**config.mk**
```make
export PLATFORM = sky130hd
export DESIGN_NAME = ptp_tod_counter
export DESIGN_NICKNAME = d
export VERILOG_FILES = /design/src/rtl/ptp_tod_pkg.sv /design/src/rtl/ptp_tod_cfg.sv /design/src/rtl/ptp_tod_accum.sv /design/src/rtl/ptp_tod_readout.sv /design/src/rtl/ptp_tod_counter.sv
export SDC_FILE = /design/constraint.sdc
export NUM_CORES = 1
export LEC_CHECK = 0
export ABC_CLOCK_PERIOD_IN_PS = 12750
export BUFFER_PORTS_ARGS = -buffer_cell sky130_fd_sc_hd__buf_2
export CAP_MARGIN = 0
export CORE_ASPECT_RATIO = 1.25
export CORE_MARGIN = 1.5
export CORE_UTILIZATION = 50
export DETAILED_ROUTE_END_ITERATION = 10
export PLACE_DENSITY = 0.66
export RECOVER_POWER = 25
export SYNTH_ARGS = -nofsm -noshare
export SYNTH_HDL_FRONTEND = slang
export SYNTH_SLANG_ARGS = --single-unit
```
**constraint.sdc**
```tcl
create_clock -name clk -period 12.75 [get_ports clk]
set_clock_uncertainty 0.05 [all_clocks]
set_input_delay 1.9125 -clock clk [delete_from_list [all_inputs] [get_ports clk]]
set_output_delay 1.9125 -clock clk [all_outputs]
set_load 0.01 [all_outputs]
```
**src/rtl/ptp_tod_pkg.sv**
```systemverilog
package ptp_tod_pkg;
  localparam int DATA_W  = 32;
  localparam int TIME_W  = 64;
  localparam int FRAC_W  = 32;
  localparam int ADDR_W  = 4;
  localparam int PER_LSB = 8;

  typedef enum logic [ADDR_W-1:0] {
    A_CTRL    = 4'h0,
    A_ADDEND  = 4'h1,
    A_OFS_LO  = 4'h2,
    A_OFS_HI  = 4'h3,
    A_LOAD_LO = 4'h4,
    A_LOAD_HI = 4'h5,
    A_FRT_LO  = 4'h6,
    A_FRT_HI  = 4'h7,
    A_SRT_LO  = 4'h8,
    A_SRT_HI  = 4'h9,
    A_CUR_LO  = 4'hA,
    A_CUR_HI  = 4'hB
  } reg_addr_e;
endpackage

```
**src/rtl/ptp_tod_cfg.sv**
```systemverilog
module ptp_tod_cfg
  import ptp_tod_pkg::*;
#(
  parameter int PERIOD_W   = 8,
  parameter int RST_PERIOD = 20
) (
  input  logic                clk,
  input  logic                rst_n,
  input  logic                wr_en,
  input  logic [ADDR_W-1:0]   addr,
  input  logic [DATA_W-1:0]   wdata,
  output logic                enable,
  output logic [PERIOD_W-1:0] period,
  output logic [FRAC_W-1:0]   addend,
  output logic [TIME_W-1:0]   offset,
  output logic [TIME_W-1:0]   load_val,
  output logic                load_cmd,
  output logic [TIME_W-1:0]   load_word
);
  logic                en_q, en_d;
  logic [PERIOD_W-1:0] per_q, per_d;
  logic [FRAC_W-1:0]   add_q, add_d;
  logic [DATA_W-1:0]   ofs_lo_q, ofs_lo_d;
  logic [TIME_W-1:0]   ofs_q, ofs_d;
  logic [DATA_W-1:0]   ld_lo_q, ld_lo_d;
  logic [TIME_W-1:0]   ld_q, ld_d;

  always_comb begin
    en_d     = en_q;
    per_d    = per_q;
    add_d    = add_q;
    ofs_lo_d = ofs_lo_q;
    ofs_d    = ofs_q;
    ld_lo_d  = ld_lo_q;
    ld_d     = ld_q;
    if (wr_en) begin
      case (addr)
        A_CTRL: begin
          en_d  = wdata[0];
          per_d = wdata[PER_LSB +: PERIOD_W];
        end
        A_ADDEND:  add_d    = wdata;
        A_OFS_LO:  ofs_lo_d = wdata;
        A_OFS_HI:  ofs_d    = {wdata, ofs_lo_q};
        A_LOAD_LO: ld_lo_d  = wdata;
        A_LOAD_HI: ld_d     = {wdata, ld_lo_q};
        default: ;
      endcase
    end
  end

  always_ff @(posedge clk or negedge rst_n) begin
    if (!rst_n) begin
      en_q     <= 1'b0;
      per_q    <= PERIOD_W'(RST_PERIOD);
      add_q    <= '0;
      ofs_lo_q <= '0;
      ofs_q    <= '0;
      ld_lo_q  <= '0;
      ld_q     <= '0;
    end else begin
      en_q     <= en_d;
      per_q    <= per_d;
      add_q    <= add_d;
      ofs_lo_q <= ofs_lo_d;
      ofs_q    <= ofs_d;
      ld_lo_q  <= ld_lo_d;
      ld_q     <= ld_d;
    end
  end

  assign enable    = en_q;
  assign period    = per_q;
  assign addend    = add_q;
  assign offset    = ofs_q;
  assign load_val  = ld_q;
  assign load_cmd  = wr_en && (addr == A_LOAD_HI);
  assign load_word = {wdata, ld_lo_q};

  // a staged low correction word never alters the committed correction
  p_ofs_commit_only_r5: assert property (@(posedge clk) disable iff (!rst_n)
    !(wr_en && addr == A_OFS_HI) |=> $stable(ofs_q));

  // the committed preload changes only on a high-word write
  p_load_commit_only_r4: assert property (@(posedge clk) disable iff (!rst_n)
    !load_cmd |=> $stable(ld_q));
endmodule

```
**src/rtl/ptp_tod_accum.sv**
```systemverilog
module ptp_tod_accum
  import ptp_tod_pkg::*;
#(
  parameter int PERIOD_W = 8
) (
  input  logic                clk,
  input  logic                rst_n,
  input  logic                enable,
  input  logic [PERIOD_W-1:0] period,
  input  logic [FRAC_W-1:0]   addend,
  input  logic                load_cmd,
  input  logic [TIME_W-1:0]   load_word,
  output logic [TIME_W-1:0]   frt
);
  logic [FRAC_W-1:0] frac_q, frac_d;
  logic [TIME_W-1:0] frt_q, frt_d;
  logic [FRAC_W:0]   frac_sum;
  logic [TIME_W-1:0] step;

  assign frac_sum = {1'b0, frac_q} + {1'b0, addend};
  assign step     = TIME_W'(period) + TIME_W'(frac_sum[FRAC_W]);

  always_comb begin
    frac_d = frac_q;
    frt_d  = frt_q;
    if (load_cmd) begin
      frac_d = '0;
      frt_d  = load_word;
    end else if (enable) begin
      frac_d = frac_sum[FRAC_W-1:0];
      frt_d  = frt_q + step;
    end
  end

  always_ff @(posedge clk or negedge rst_n) begin
    if (!rst_n) begin
      frac_q <= '0;
      frt_q  <= '0;
    end else begin
      frac_q <= frac_d;
      frt_q  <= frt_d;
    end
  end

  assign frt = frt_q;

  // no movement while disabled and not preloaded
  p_hold_when_off_r3: assert property (@(posedge clk) disable iff (!rst_n)
    (!enable && !load_cmd) |=> $stable(frt_q));

  // an enabled step is the period or the period plus one
  p_step_size_r2: assert property (@(posedge clk) disable iff (!rst_n)
    (enable && !load_cmd) |=>
      ((frt_q == $past(frt_q) + TIME_W'($past(period))) ||
       (frt_q == $past(frt_q) + TIME_W'($past(period)) + 64'd1)));

  // a preload leaves the fraction empty and the count at the loaded word
  p_load_clears_r4: assert property (@(posedge clk) disable iff (!rst_n)
    load_cmd |=> (frac_q == '0) && (frt_q == $past(load_word)));
endmodule

```
**src/rtl/ptp_tod_readout.sv**
```systemverilog
module ptp_tod_readout
  import ptp_tod_pkg::*;
#(
  parameter int PERIOD_W = 8
) (
  input  logic                clk,
  input  logic                rst_n,
  input  logic                rd_en,
  input  logic [ADDR_W-1:0]   addr,
  input  logic                enable,
  input  logic [PERIOD_W-1:0] period,
  input  logic [FRAC_W-1:0]   addend,
  input  logic [TIME_W-1:0]   offset,
  input  logic [TIME_W-1:0]   load_val,
  input  logic [TIME_W-1:0]   frt,
  input  logic [TIME_W-1:0]   srt,
  output logic [DATA_W-1:0]   rdata
);
  localparam int HALF = TIME_W / 2;

  logic [HALF-1:0]   frt_hi_q, frt_hi_d;
  logic [TIME_W-1:0] srt_sh_q, srt_sh_d;
  logic [HALF-1:0]   cur_hi_q, cur_hi_d;
  logic              cap_frt, cap_cur;

  assign cap_frt = rd_en && (addr == A_FRT_LO);
  assign cap_cur = rd_en && (addr == A_CUR_LO) && enable;

  always_comb begin
    frt_hi_d = frt_hi_q;
    srt_sh_d = srt_sh_q;
    cur_hi_d = cur_hi_q;
    if (cap_frt) begin
      frt_hi_d = frt[TIME_W-1:HALF];
      srt_sh_d = srt;
    end
    if (cap_cur) begin
      cur_hi_d = srt[TIME_W-1:HALF];
    end
  end

  always_ff @(posedge clk or negedge rst_n) begin
    if (!rst_n) begin
      frt_hi_q <= '0;
      srt_sh_q <= '0;
      cur_hi_q <= '0;
    end else begin
      frt_hi_q <= frt_hi_d;
      srt_sh_q <= srt_sh_d;
      cur_hi_q <= cur_hi_d;
    end
  end

  always_comb begin
    rdata = '0;
    case (addr)
      A_CTRL:    rdata = (DATA_W'(period) << PER_LSB) | DATA_W'(enable);
      A_ADDEND:  rdata = addend;
      A_OFS_LO:  rdata = offset[HALF-1:0];
      A_OFS_HI:  rdata = offset[TIME_W-1:HALF];
      A_LOAD_LO: rdata = load_val[HALF-1:0];
      A_LOAD_HI: rdata = load_val[TIME_W-1:HALF];
      A_FRT_LO:  rdata = frt[HALF-1:0];
      A_FRT_HI:  rdata = frt_hi_q;
      A_SRT_LO:  rdata = srt_sh_q[HALF-1:0];
      A_SRT_HI:  rdata = srt_sh_q[TIME_W-1:HALF];
      A_CUR_LO:  rdata = enable ? srt[HALF-1:0] : load_val[HALF-1:0];
      A_CUR_HI:  rdata = enable ? cur_hi_q : load_val[TIME_W-1:HALF];
      default:   rdata = '0;
    endcase
  end

  // a free-running low read freezes both 64-bit views as they stood
  p_frt_capture_r6: assert property (@(posedge clk) disable iff (!rst_n)
    cap_frt |=> (frt_hi_q == $past(frt[TIME_W-1:HALF])) && (srt_sh_q == $past(srt)));

  // the current-time high shadow moves only on an enabled low read
  p_cur_hold_r7: assert property (@(posedge clk) disable iff (!rst_n)
    !cap_cur |=> $stable(cur_hi_q));

  // while disabled the current-time window shows the preload words
  p_cur_default_r8: assert property (@(posedge clk) disable iff (!rst_n)
    (!enable && addr == A_CUR_HI) |-> (rdata == load_val[TIME_W-1:HALF]));
endmodule

```
**src/rtl/ptp_tod_counter.sv**
```systemverilog
module ptp_tod_counter
  import ptp_tod_pkg::*;
#(
  parameter int PERIOD_W   = 8,
  parameter int RST_PERIOD = 20
) (
  input  logic              clk,
  input  logic              rst_n,
  input  logic              wr_en,
  input  logic              rd_en,
  input  logic [ADDR_W-1:0] addr,
  input  logic [DATA_W-1:0] wdata,
  output logic [DATA_W-1:0] rdata
);
  logic [1:0]          rst_sync;
  logic                rst_int_n;
  logic                enable;
  logic [PERIOD_W-1:0] period;
  logic [FRAC_W-1:0]   addend;
  logic [TIME_W-1:0]   offset;
  logic [TIME_W-1:0]   load_val;
  logic                load_cmd;
  logic [TIME_W-1:0]   load_word;
  logic [TIME_W-1:0]   frt;
  logic [TIME_W-1:0]   srt;

  always_ff @(posedge clk or negedge rst_n) begin
    if (!rst_n) rst_sync <= 2'b00;
    else        rst_sync <= {rst_sync[0], 1'b1};
  end
  assign rst_int_n = rst_sync[1];

  ptp_tod_cfg #(.PERIOD_W(PERIOD_W), .RST_PERIOD(RST_PERIOD)) u_cfg (
    .clk(clk), .rst_n(rst_int_n), .wr_en(wr_en), .addr(addr), .wdata(wdata),
    .enable(enable), .period(period), .addend(addend), .offset(offset),
    .load_val(load_val), .load_cmd(load_cmd), .load_word(load_word)
  );

  ptp_tod_accum #(.PERIOD_W(PERIOD_W)) u_accum (
    .clk(clk), .rst_n(rst_int_n), .enable(enable), .period(period),
    .addend(addend), .load_cmd(load_cmd), .load_word(load_word), .frt(frt)
  );

  assign srt = frt + offset;

  ptp_tod_readout #(.PERIOD_W(PERIOD_W)) u_readout (
    .clk(clk), .rst_n(rst_int_n), .rd_en(rd_en), .addr(addr), .enable(enable),
    .period(period), .addend(addend), .offset(offset), .load_val(load_val),
    .frt(frt), .srt(srt), .rdata(rdata)
  );
endmodule

```
==> results of run 1 <==
-- Yosys cell counts (8+ instances only) --
cell type,instances
a211oi_1,11
and2_1,16
o211ai_1,10
ha_1,106
clkbuf_1,123
a22oi_1,51
or2_2,9
o21bai_1,17
o21ai_0,150
buf_1,18
mux2i_1,44
nand4_1,55
a21oi_1,122
nand3_1,62
a21o_1,65
a31oi_1,13
nand2b_1,15
and3_1,34
nor2_1,107
nor3_1,20
a221oi_1,35
nand2_1,582
a22o_1,16
mux2_2,204
dfrtp_1,457
a222oi_1,29
xor2_1,67
inv_1,31
o21ai_1,8
xnor2_1,81
-- layout make-up --
type                       count  share of cell area, %
multi-input combinational   2037                  48.22
sequential                   459                  40.65
clock inverter                14                 0.5443
inverter                      31                 0.4115
timing repair buffer         103                  2.062
tap                          658                  2.912
clock buffer                  74                  5.208
-- state kept, by name, indices dropped and copies added (netlist names) --
name,flops
u_cfg.ld_lo_q,32
u_cfg.load_val,64
u_accum.frt,64
u_cfg.period,8
rst_sync,2
u_readout.srt_sh_q,64
u_readout.cur_hi_q,32
u_cfg.ofs_lo_q,32
u_accum.frac_q,32
u_cfg.addend,32
u_cfg.enable,1
u_cfg.offset,64
u_readout.frt_hi_q,32
-- logic make-up (layout without fill, tap and decap cells) --
logic type | after synthesis | count (layout) | synth area share, %
buffers and inverters | 178 | 222 | 2.631
adders and majority gates | 109 | 109 | 5.398
muxes | 248 | 248 | 10.66
AOI/OAI and AO/OA | 599 | 599 | 15.72
xor gates and xnor gates | 148 | 148 | 5.047
and+or+nand+nor | 932 | 932 | 15.80
other | 1 | 1 | 0.01460
DFF | 459 | 459 | 44.73
-- through the flow --
stage                     power (W)  util (%)  hold WS [ns]  setup WS (ns)
final                      0.006253     55.95        0.2996          5.563
after detailed placement   0.004734     52.77        0.2897          5.680
after floorplan            0.003969         -        0.2811          5.222
after global routing       0.006589     55.95        0.3195          4.656
after CTS                  0.006215     55.98        0.3037          5.653
after global placement     0.004667     52.77        0.2850          5.755
-- critical path: stages, from the launching register on --
cell and delay, ns:
dfrtp_1 0.40, ha_1 0.23, fa_1 0.43, a211o_1 0.27, o211ai_1 0.25, a211oi_1 0.24, o2bb2ai_1 0.31, a21o_1 0.29
o31ai_1 0.35, a21oi_1 0.19, a31o_2 0.31, a21o_1 0.19, a21o_1 0.21, ha_1 0.29, ha_1 0.21, fa_1 0.41
a21o_1 0.17, a21oi_1 0.24, o21bai_1 0.12, a2111o_1 0.46, a32o_1 0.27, and4_1 0.34, and2_1 0.38, nand4_1 0.18
xor2_1 0.15, o21ai_0 0.08
-- metal layers --
| metal | global-route usage [%] | vias to the layer above |
|---|---|---|
| met5 | 0 | - |
| met4 | 20.26 | 2 |
| met3 | 5.402 | 318 |
| met2 | 54.51 | 1118 |
| met1 | 43.61 | 10912 |
| li1 | - | 9579 |
-- how the worst max path moves through the flow --
stage	from	end	slack [ns]	depth (start not counted)
floorplan	rst_sync[1]	u_accum.frac_q[0]	5.22	0
global placement	u_cfg.addend[0]	u_accum.frt[62]	5.76	25
detailed placement	u_cfg.addend[0]	u_accum.frt[56]	5.68	25
CTS	u_cfg.addend[0]	u_accum.frt[56]	5.65	25
global route	rst_sync[1]	u_cfg.enable	4.66	3
finish	u_cfg.addend[0]	u_accum.frt[56]	5.56	25
-- power groups by stage --
| stage | sequential, W | clock (W) | combinational, W |
|---|---|---|---|
| 2_1_floorplan | 0.00219 | 0 | 0.00178 |
| 3_3_place_gp | 0.00233 | 0 | 0.00234 |
| 3_5_place_dp | 0.00235 | 0 | 0.00239 |
| 4_1_cts | 0.00233 | 0.00148 | 0.00241 |
| 5_1_grt | 0.00238 | 0.00153 | 0.00267 |
| 6_report | 0.00234 | 0.00146 | 0.00245 |
==> results.ini, run 1 <==
[outcome]
status=finished, violations left
violations=max-capacitance violations, max-slew violations

[critical_path]
crit_fanout=9
crit_path_end_kind=register
reg2regPathDepth=25
crit_type=register to register
r2r_end=u_accum.frt[56]
cp-start-kind=register
r2r_setup_slack_ns=5.56
reg2reg_from=u_cfg.addend[0]
critPathArrivalTime_ns=7.58
required_ns=13.14

[routing]
met1_length_microns=34950
wl_met2_microns=41720
wire_per_inst_microns=26.59
vias=21929
ant_nets=0
highest_layer=met5
drc_errors=0
wirelength_microns=89760
drt-pass1-iter-count=9
dr_wl_met3_microns=6985
viasPerCell=6.496
drt_iter0_markers=2352

[sta]
final_max_slew_viol_count=266
period_share_pct=56.37
setup_viol=0
relSlewSlack_pct=-150.3
worst_pin_slew_ns=3.755
finalHoldViolations=0
max_freq_mhz=139.1
rsz0062_at_grt=false
fin_tns_setup_ns=0
period_needed_ns=7.187

[grt]
grt_max_degree=82
antenna_found_initial=1
grt_pass1_vias=21849
grt_overflow=0
grt_pass1_wl_microns=134700
grt_util_all_layers_pct=34.16

[floorplan]
die_area_sq_um=52740
start_util_pct=50.82
die_h_microns=256.4
die_w_microns=205.7
core-area_sq_um=50530
num_rows=92
ioPinCount=72

[power_and_ir_drop]
total_leakage_power_nw=13.30
pwr-share-seq_pct=37.5
peakVddDrop_v=0.0001245
p_int_w=0.003774
switching_share_pct=39.65
p_sw_w=0.002480
pwr_density_cell_nw_per_um2=221.2
clockPowerShare_pct=23.4
combPwrFrac_pct=39.1

[logic_synthesis]
yosysWarnings=0
avgSynthCellArea_sq_um=9.605
synth_area_sq_um=25680
synth_area_leaders=dfrtp_1 (45%), mux2_2 (8.9%), nand2_1 (8.5%), ha_1 (5.2%), o21ai_0 (2.9%)
netlist-cell-type-count=71
synth_edf_count=0
synth_nets=2823
synthFlopType=dfrtp_1
synth_top_area_share_pct=44.53
synthCells=2674
ys_ff_latch=459
async_flop_share_pct=100.0
yosysTopAreaCell=dfrtp_1
synth-seq-area-share_pct=44.73

[placement]
post-dp-hpwl_microns=60290
dpl-instance-area_sq_um=26660
portBuffers=71
gp_congestion=0.9491
dp.cells=3288

[finish]
final_cell_area_sq_um=28270
diodes=0
layout_common_cells=nand2_1 (576), dfrtp_1 (456), mux2_2 (204)
drive_above_1_share_pct=15.97
fillCellCount=4476
multi_input_area_sq_um=13630
fin_cells=3376
nets=2830
syn_to_final_growth_pct=10.09
seq_area_sq_um=11490
layout_commonest_cell=nand2_1

[clocking]
clk_pin_slew_ns=0.06
htreeDepth=2
cts_made_buffers=49
cts_resized=0
clk_path_buf_depth=3
clk_latency_ns=0.61
clockRootBuffer=clkbuf_16
cts_tree=done
cts_setup_buffers=0
clock-sinks=459
cts_hold_buf=0

[hold_path]
hold_path_startpoint=rst_sync[0]
whs_endpoint=rst_sync[1]
timing.hold.worst.class=register to register
min_path_cells=0

[run]
drv_cap=4

Note: power is estimated with default switching activity, not from simulation.
==> run 2, diff against run 1 <==
--- a/config.mk
+++ b/config.mk
@@ -5,7 +5,7 @@
 export SDC_FILE = /design/constraint.sdc
 export NUM_CORES = 1
 export LEC_CHECK = 0
-export ABC_CLOCK_PERIOD_IN_PS = 12750
+export ABC_CLOCK_PERIOD_IN_PS = 5800
 export BUFFER_PORTS_ARGS = -buffer_cell sky130_fd_sc_hd__buf_2
 export CAP_MARGIN = 0
 export CORE_ASPECT_RATIO = 1.25
==> constraint.sdc (replaced) <==
create_clock -name clk -period 5.8 [get_ports clk]
set_clock_uncertainty 0.05 [all_clocks]
set_input_delay 0.87 -clock clk [delete_from_list [all_inputs] [get_ports clk]]
set_output_delay 0.87 -clock clk [all_outputs]
set_load 0.01 [all_outputs]
==> run 2 against run 1 <==
Net effect: routed wire length is 1.5% higher; the run ends with max-capacitance violations, max-slew violations, negative setup slack left; sequential share of layout area is 1.5 points lower; critical endpoint is now rdata[28]; non-clock buffer count up 101.
==> results.ini, run 2 (synthesis results as in run 1) <==
[floorplan]
start_util_pct=50.82
core-area_sq_um=50530
die_w_microns=205.7
num_rows=92
ioPinCount=72
die_area_sq_um=52740
die_h_microns=256.4

[run]
drv_cap=2

[routing]
drc_errors=0
viasPerCell=6.393
wirelength_microns=91120
drt-pass1-iter-count=7
drt_iter0_markers=2356
vias=22260
wire_per_inst_microns=26.17
ant_nets=0

[finish]
syn_to_final_growth_pct=14.25
layout_common_cells=nand2_1 (575), dfrtp_1 (456), mux2_2 (204)
seq_area_sq_um=11490
fillCellCount=4419
fin_util_pct=58.07
layout_commonest_cell=nand2_1
drive_above_1_share_pct=20.24
multi_input_area_sq_um=13810
final_cell_area_sq_um=29340
nets=2931

[critical_path]
required_ns=4.88
cp-start-kind=register
crit_path_end_kind=output pin
crit_fanout=4
critPathArrivalTime_ns=4.95
crit_type=register to output pin

[outcome]
status=finished, violations left
violations=max-capacitance violations, max-slew violations, negative setup slack

[power_and_ir_drop]
p_total_w=0.01424
pwr_density_cell_nw_per_um2=485.2
peakVddDrop_v=0.0002874
total_leakage_power_nw=13.85

[hold_path]
timing.hold.worst.class=register to register

[clocking]
cts_tree=done
clockRootBuffer=clkbuf_16
clk_pin_slew_ns=0.06
cts_made_buffers=49
clk_latency_ns=0.61
htreeDepth=2
clock-sinks=459
clk_path_buf_depth=3

[sta]
rsz0062_at_grt=true
max_freq_mhz=170.5
period_share_pct=101.1
final_max_slew_viol_count=152
relSlewSlack_pct=-91.86
finalHoldViolations=0
layout_setup_ws_ns=-0.06653
fin_tns_setup_ns=-0.06653
worst_pin_slew_ns=2.878
period_needed_ns=5.867
setup_viol=1

[grt]
grt_pass1_wl_microns=136700
grt_max_degree=104
antenna_found_initial=1
grt_overflow=0
grt_pass1_vias=22031
grt_util_all_layers_pct=34.77

[placement]
post-dp-hpwl_microns=63000
portBuffers=71
dpl-instance-area_sq_um=27420
gp_congestion=0.9892

run 2: cell types whose count changed in the layout (fill, tap and decap cells not counted), sizes merged:
cell         before  now
buf              99  200
clkbuf           78   72
clkinv            8   12
diode             0    3
clkinvlp          2    4
dlygate4sd3       0    1
inv              32   33
run 2: layout make-up:
| cell class | instances | area share [%] |
|---|---|---|
| Antenna cell | 3 | 0.02558 |
| Clock buffer | 69 | 4.886 |
| Clock inverter | 21 | 0.7121 |
| Inverter | 31 | 0.3965 |
| Multi-Input combinational cell | 2037 | 47.06 |
| Sequential cell | 459 | 39.16 |
| Tap cell | 658 | 2.806 |
| Timing Repair Buffer | 204 | 4.946 |
run 2: worst paths after layout:
kind | endpoint | start | depth (start not counted) | slack, ns
max reg2reg | u_accum.frt[48] | u_accum.frac_q[0] | 25 | 0.01
max in group asynchronous | u_cfg.offset[8] | rst_sync[1] | 1 | 1.20
min in group asynchronous | rst_sync[1] | rst_n | 2 | 0.54
min | rst_sync[1] | rst_sync[0] | 0 | 0.30
max | rdata[28] | u_accum.frt[0] | 13 | -0.07
min reg2reg | rst_sync[1] | rst_sync[0] | 0 | 0.30
run 2: metal layers:
metal  wire, microns  part of all wire (%)  up-vias  GRT usage [%]
li1                -                     -     9796              -
met1           34820                    38    11047          43.89
met2           42720                    47     1094          55.89
met3            7240                   7.9      323          5.885
met4            6342                   7.0        0          20.38
met5               0                     0        -              0
run 2: power breakdown:
group	internal [W]	total, W	switching (W)
logic	0.00257	0.00588	0.00332
clock network	0.00186	0.00322	0.00136
registers	0.00420	0.00514	0.000932
total	0.00863	0.0142	0.00561
run 2: metrics by stage:
stage | std cells | setup slack [ns] | hold slack (ns)
final | 3482 | -0.06653 | 0.3033
after global routing | 3479 | -0.1889 | 0.3292
after CTS | 3472 | -0.009203 | 0.3048
after detailed placement | 3376 | -0.5857 | 0.2912
after global placement | 3376 | -0.4585 | 0.2857
after floorplan | 2674 | 0.01538 | 0.2812
run 2: worst max-delay path, cell delays in order, from the launching register on:
cell and delay, ns:
dfrtp_1 0.53, ha_1 0.27, fa_1 0.24, a21o_1 0.17, nand4_1 0.28, a211oi_2 0.60, o32a_1 0.33, a21oi_1 0.11
o211ai_1 0.55, nor2_1 0.20, o31ai_1 0.39, xnor2_1 0.12, o21ai_0 0.34, buf_2 0.21
run 2: timing repair:
action                                  4_1_cts  5_1_grt
setup buffers                                 5        7
pin swaps                                    15        9
hold buffers                                  1        0
hold endpoints to repair                      2        0
gates resized for setup                      20       28
endpoints found under the setup margin       56       54
cloned                                        0        1
